[config.mk]
export PLATFORM = sky130hd
export DESIGN_NAME = rate_repl_adapter
export DESIGN_NICKNAME = d
export VERILOG_FILES = /design/src/rtl/rra_pkg.sv /design/src/rtl/rra_pacer.sv /design/src/rtl/rra_tx_hold.sv /design/src/rtl/rra_rx_pick.sv /design/src/rtl/rate_repl_adapter.sv
export SDC_FILE = /design/constraint.sdc
export NUM_CORES = 1
export LEC_CHECK = 0
export ABC_AREA = 1
export BUFFER_PORTS_ARGS = -buffer_cell sky130_fd_sc_hd__buf_2
export CAP_MARGIN = 20
export CORE_MARGIN = 2
export CORE_UTILIZATION = 43
export CTS_CLUSTER_SIZE = 14
export DETAILED_ROUTE_END_ITERATION = 16
export GPL_ROUTABILITY_DRIVEN = 0
export GPL_TIMING_DRIVEN = 0
export PLACE_DENSITY = 0.76
export SLEW_MARGIN = 25
export SYNTH_ARGS = -nofsm -noshare
export SYNTH_HDL_FRONTEND = slang
export SYNTH_SLANG_ARGS = --single-unit
export TNS_END_PERCENT = 50
[constraint.sdc]
create_clock -name clk -period 1.4 [get_ports clk]
set_clock_uncertainty 0.2 [all_clocks]
set_input_delay 0.28 -clock clk [delete_from_list [all_inputs] [get_ports clk]]
set_output_delay 0.28 -clock clk [all_outputs]
set_load 0.02 [all_outputs]
[src/rtl/rra_pkg.sv]
package rra_pkg;
  localparam int LANE_BYTES = 4;
  localparam int DATA_W     = 8 * LANE_BYTES;
  localparam int CTRL_W     = LANE_BYTES;
  localparam logic [7:0] IDLE_BYTE = 8'h07;

  typedef logic [2:0] speed_t;
  localparam speed_t SPD_10M  = 3'd0;
  localparam speed_t SPD_100M = 3'd1;
  localparam speed_t SPD_1G   = 3'd2;
  localparam speed_t SPD_2G5  = 3'd3;
  localparam speed_t SPD_5G   = 3'd4;
  localparam speed_t SPD_10G  = 3'd5;

  typedef struct packed {
    logic [CTRL_W-1:0] ctl;
    logic [DATA_W-1:0] dat;
  } lane_t;

  function automatic lane_t idle_lane();
    lane_t w;
    w.ctl = '1;
    w.dat = {LANE_BYTES{IDLE_BYTE}};
    return w;
  endfunction
endpackage

[src/rtl/rra_pacer.sv]
module rra_pacer
  import rra_pkg::*;
#(
  parameter int     F_10M   = 1000,
  parameter int     F_100M  = 100,
  parameter int     F_1G    = 10,
  parameter int     F_2G5   = 4,
  parameter int     F_5G    = 2,
  parameter speed_t SPD_RST = SPD_10G,
  localparam int    CNT_W   = $clog2(F_10M + 1)
) (
  input  logic   clk,
  input  logic   rst_n,
  input  speed_t spd_req,
  output logic   grp_start,
  output logic   realign,
  output logic   slot
);
  logic [CNT_W-1:0] cnt;
  logic [CNT_W-1:0] last;
  speed_t           active;
  logic             at_last;

  always_comb begin
    case (active)
      SPD_10M:  last = CNT_W'(F_10M - 1);
      SPD_100M: last = CNT_W'(F_100M - 1);
      SPD_1G:   last = CNT_W'(F_1G - 1);
      SPD_2G5:  last = CNT_W'(F_2G5 - 1);
      SPD_5G:   last = CNT_W'(F_5G - 1);
      default:  last = '0;
    endcase
  end

  assign at_last   = (cnt == last);
  assign grp_start = (cnt == '0);
  assign slot      = grp_start && !realign;

  always_ff @(posedge clk) begin
    if (!rst_n) begin
      cnt     <= '0;
      active  <= SPD_RST;
      realign <= 1'b0;
    end else if (at_last) begin
      cnt <= '0;
      if (spd_req != active) begin
        active  <= spd_req;
        realign <= 1'b1;
      end else begin
        realign <= 1'b0;
      end
    end else begin
      cnt <= cnt + 1'b1;
    end
  end

  AST_CNT_IN_GROUP: assert property (@(posedge clk) disable iff (!rst_n)
    cnt <= last);
  AST_SPEED_AT_BOUNDARY: assert property (@(posedge clk) disable iff (!rst_n)
    !$stable(active) |-> $past(at_last));
  AST_CNT_RESTART: assert property (@(posedge clk) disable iff (!rst_n)
    !$stable(active) |-> (cnt == '0 && realign));
  AST_READY_ONE_IN_N: assert property (@(posedge clk) disable iff (!rst_n)
    (slot && last != '0) |=> !slot);
endmodule

[src/rtl/rra_tx_hold.sv]
module rra_tx_hold
  import rra_pkg::*;
(
  input  logic  clk,
  input  logic  rst_n,
  input  logic  grp_start,
  input  logic  realign,
  input  logic  in_valid,
  input  lane_t in_lane,
  output lane_t out_lane
);
  lane_t hold;

  always_ff @(posedge clk) begin
    if (!rst_n) begin
      hold <= idle_lane();
    end else if (grp_start) begin
      hold <= (in_valid && !realign) ? in_lane : idle_lane();
    end
  end

  assign out_lane = hold;

  AST_TX_HELD: assert property (@(posedge clk) disable iff (!rst_n)
    !$past(grp_start) |-> $stable(hold));
  AST_TX_IDLE_REALIGN: assert property (@(posedge clk) disable iff (!rst_n)
    (grp_start && realign) |=> (hold == idle_lane()));
endmodule

[src/rtl/rra_rx_pick.sv]
module rra_rx_pick
  import rra_pkg::*;
(
  input  logic  clk,
  input  logic  rst_n,
  input  logic  slot,
  input  lane_t in_lane,
  output logic  out_valid,
  output lane_t out_lane
);
  always_ff @(posedge clk) begin
    if (!rst_n) begin
      out_valid <= 1'b0;
      out_lane  <= idle_lane();
    end else begin
      out_valid <= slot;
      if (slot) out_lane <= in_lane;
    end
  end

  AST_RX_DISCARD: assert property (@(posedge clk) disable iff (!rst_n)
    !slot |=> $stable(out_lane));
endmodule

[src/rtl/rate_repl_adapter.sv]
module rate_repl_adapter
  import rra_pkg::*;
#(
  parameter int     F_10M   = 1000,
  parameter int     F_100M  = 100,
  parameter int     F_1G    = 10,
  parameter int     F_2G5   = 4,
  parameter int     F_5G    = 2,
  parameter speed_t SPD_RST = SPD_10G
) (
  input  logic              clk,
  input  logic              rst_n,
  input  logic [2:0]        spd_sel,
  input  logic              mac_tx_valid,
  output logic              mac_tx_ready,
  input  logic [CTRL_W-1:0] mac_tx_ctrl,
  input  logic [DATA_W-1:0] mac_tx_data,
  output logic [CTRL_W-1:0] phy_tx_ctrl,
  output logic [DATA_W-1:0] phy_tx_data,
  input  logic [CTRL_W-1:0] phy_rx_ctrl,
  input  logic [DATA_W-1:0] phy_rx_data,
  output logic              mac_rx_valid,
  output logic [CTRL_W-1:0] mac_rx_ctrl,
  output logic [DATA_W-1:0] mac_rx_data
);
  logic  grp_start, realign, slot;
  lane_t tx_in, tx_out, rx_in, rx_out;

  rra_pacer #(
    .F_10M(F_10M), .F_100M(F_100M), .F_1G(F_1G),
    .F_2G5(F_2G5), .F_5G(F_5G), .SPD_RST(SPD_RST)
  ) u_pacer (
    .clk(clk), .rst_n(rst_n), .spd_req(spd_sel),
    .grp_start(grp_start), .realign(realign), .slot(slot)
  );

  assign tx_in = '{ctl: mac_tx_ctrl, dat: mac_tx_data};

  rra_tx_hold u_tx (
    .clk(clk), .rst_n(rst_n), .grp_start(grp_start), .realign(realign),
    .in_valid(mac_tx_valid), .in_lane(tx_in), .out_lane(tx_out)
  );

  assign rx_in = '{ctl: phy_rx_ctrl, dat: phy_rx_data};

  rra_rx_pick u_rx (
    .clk(clk), .rst_n(rst_n), .slot(slot), .in_lane(rx_in),
    .out_valid(mac_rx_valid), .out_lane(rx_out)
  );

  assign mac_tx_ready = slot;
  assign phy_tx_ctrl  = tx_out.ctl;
  assign phy_tx_data  = tx_out.dat;
  assign mac_rx_ctrl  = rx_out.ctl;
  assign mac_rx_data  = rx_out.dat;

  AST_TX_ACCEPT: assert property (@(posedge clk) disable iff (!rst_n)
    (mac_tx_valid && mac_tx_ready) |=>
      (phy_tx_data == $past(mac_tx_data) && phy_tx_ctrl == $past(mac_tx_ctrl)));
  AST_RX_AFTER_READY: assert property (@(posedge clk) disable iff (!rst_n)
    mac_rx_valid |-> $past(mac_tx_ready));
endmodule

==> metrics.md <==
| Metric | Value |
|---|---|
| Share of layout cells above drive strength 1 | 42.5% |
| Die width | 94.2 µm |
| # IOs | 152 |
| Post-route ant nets | 0 |
| # setup viols final | 88 |
| Sink Count | 87 |
| Worst path required time | 920 ps |
| DR vias | 4029 |
| Post-route cell area | 5910 µm² |
| Avg WL per Cell | 15.9 µm |
| Row count | 32 |
| Synthesized area | 3500 µm² |
| Worst EP arrival | 1480 ps |
| R2R Path Start | u_pacer.cnt[7]$_SDFF_PP0_ |
| Area of the core | 7810 µm² |
| Initial DRC Count | 229 |
| Most frequent cells in the layout | buf_2, nand2_1, dfxtp_1, nor2_1, dlygate4sd3_1 |
| Area of the multi-input gates | 1700 µm² |
| Setup crit start kind | flop |
| CP endpoint kind | output port |
| Slew HR | 45.7% |
| Max-cap violation count | 0 |
| Routed wire length | 12600 µm |
| Die Y | 94.2 µm |
| Commonest non-fill, non-tap cell in the layout | buf_2 |
| Clk pin slew, worst setup/hold paths | 90 ps |
| Initial Util | 44.8% |
| Ys Warns | 0 |
| Clock Root Buffer | clkbuf_8 |
| Status | finished with violations |
| H-tree depth | 3 |
| Post-route minimum period | 1960 ps |
| CTS tree | done |
| Crit-path max FO | 2 |
| Combinational family with the most area after synthesis | simple AND/OR/NAND/NOR gates |
| Mapped Cells | 438 |
| Reg area | 1770 µm² |
| Post-Syn Nets | 518 |
| CTS max path bufs | 2 |
| Fmax | 509 MHz |
| Filler cells | 510 |
| Hold Startpoint | mac_tx_data[16] |
| RSZ-0062 raised after global routing | true |
| Area after DPL | 4410 µm² |
| GRT Util Overall | 26.6% |
| Initial antenna violation count | 0 |
| Setup ws final | -563 ps |
| Largest net degree at the start of global routing | 16 |
| Synthesized area per cell | 7.98 µm² |
| First-pass GRT wire length | 18700 µm |
| DP Wirelength | 6880 µm |
| Pleak | 2.79 nW |
| Worst-Skew Late Latency | 350 ps |
| Period utilization | 140% |
| DRC Markers | 0 |
| Synthesized flop and latch total | 87 |
| Failing checks | negative setup slack |
| Adder-cell share of the synthesized area | 0.716% |
| Grt total ovfl | 0 |
| Number of nets in the layout | 767 |
| Die area | 8870 µm² |
| CTS Buf Count | 9 |
| Max-slew violations | 0 |
| Worst slew pin tran | 815 ps |
| Port bufs | 151 |
| Final Hold Viols | 0 |
| Setup CP Type | reg2out |
| Compound-Gate Fraction of Synth Area | 10.5% |
| Register area share after synthesis | 49.8% |
| Peak VDD IR | 0.00138 V |
| Critical path launch point | u_pacer.cnt[7]$_SDFF_PP0_ |
| DRT Pass-1 Iters | 5 |
| Power density cells | 2580 nW/µm² |
| Worst hold slack | 8.50 ps |
| Mux contribution to synthesized area | 0% |
| Via-to-Cell Ratio | 5.07 |
| Worst hold path type | in2reg |
| Synth cell types | 24 |
| XOR/XNOR Fraction of Synth Area | 2.25% |
| Vias in the first global route | 4096 |
| Total power | 0.0152 W |
| Area growth syn-to-layout | 69.1% |
| Simple-Gate Fraction of Synth Area | 29.8% |
-- area by class of cell --
type / count / area share [%]
diodes: 1 / 0.0423
repair buffers: 239 / 30.0
well taps: 102 / 2.16
flip-flops and latches: 87 / 30.0
inverters: 21 / 1.63
clock buffers: 10 / 2.33
clock inverters: 6 / 1.55
multi-input cells: 306 / 28.8
plain buffers: 23 / 3.47
-- worst paths after layout --
| path | end | slack (ps) | cells past startpoint |
|---|---|---|---|
| max | mac_tx_ready | -560 | 9 |
| min reg2reg | u_tx.out_lane[24]$_SDFFE_PN1N_ | 270 | 2 |
| min | u_tx.out_lane[16]$_SDFFE_PN1N_ | 9 | 3 |
| max reg2reg | u_tx.out_lane[14]$_SDFFE_PN0N_ | -400 | 10 |
-- repair_timing --
action,4_1_cts,5_1_grt
endpoints found under the hold margin,60,1
cloned,6,2
pin swaps,10,18
buffers inserted,18,6
gates resized for setup,53,57
hold buffers,60,1
setup endpoints to repair,88,99
-- kinds of logic after synthesis --
| logic type | Yosys count |
|---|---|
| simple gates | 231 |
| fa+ha+maj | 2 |
| compound gates | 63 |
| xor+xnor | 9 |
| buf+inv | 46 |
| flops | 87 |
-- flip-flops by register name, indices dropped and copies added (netlist names) --
signal	count
u_pacer.active	3
u_tx.out_lane	36
u_rx.out_valid	1
u_pacer.cnt	10
u_pacer.realign	1
u_rx.out_lane	36
-- power breakdown --
part	internal [W]	switching, W
Clock	0.00106	0.000917
Combinational	0.00410	0.00499
Sequential	0.00354	0.000615
-- synthesized netlist by cell type, drive strengths merged --
library cell / instances / area, µm²
a21oi: 23 / 168
nand4: 3 / 18.8
o21ai: 40 / 200
xnor2: 3 / 26.3
dfxtp: 87 / 1740
ha: 2 / 25.0
nand3: 45 / 225
xor2: 6 / 52.6
buf: 17 / 130
inv: 21 / 81.3
nand2: 82 / 313
nor2: 79 / 304
nor3: 22 / 180
clkbuf: 8 / 30.0
-- critical path: stages (launching register included) --
cell	delay, ps
dfxtp_4	350
inv_2	70
nand2_2	60
nor2_2	110
nand2_2	70
nor2_4	120
nand2_2	80
inv_4	70
buf_6	100
buf_6	110
-- metal layers --
metal | up-vias | track usage [%] | share of wire (%)
met2 | 206 | 49.5 | 52
met1 | 1864 | 28.3 | 38
met4 | 0 | 9.18 | 2.4
li1 | 1931 | - | -
met5 | - | 0 | 0
met3 | 28 | 7.95 | 8.0
-- metrics by stage --
stage	cells	worst slack, ps	TNS, ps	utilization [%]
global placement	691	-410	-19620	56.5
finish	795	-563	-25170	75.7
floorplan	438	-107	-5370	-
detailed placement	691	-419	-21110	56.5
CTS	787	-523	-22980	73.4
global route	794	-640	-32600	75.7
Power figures use the tool's default switching activity.
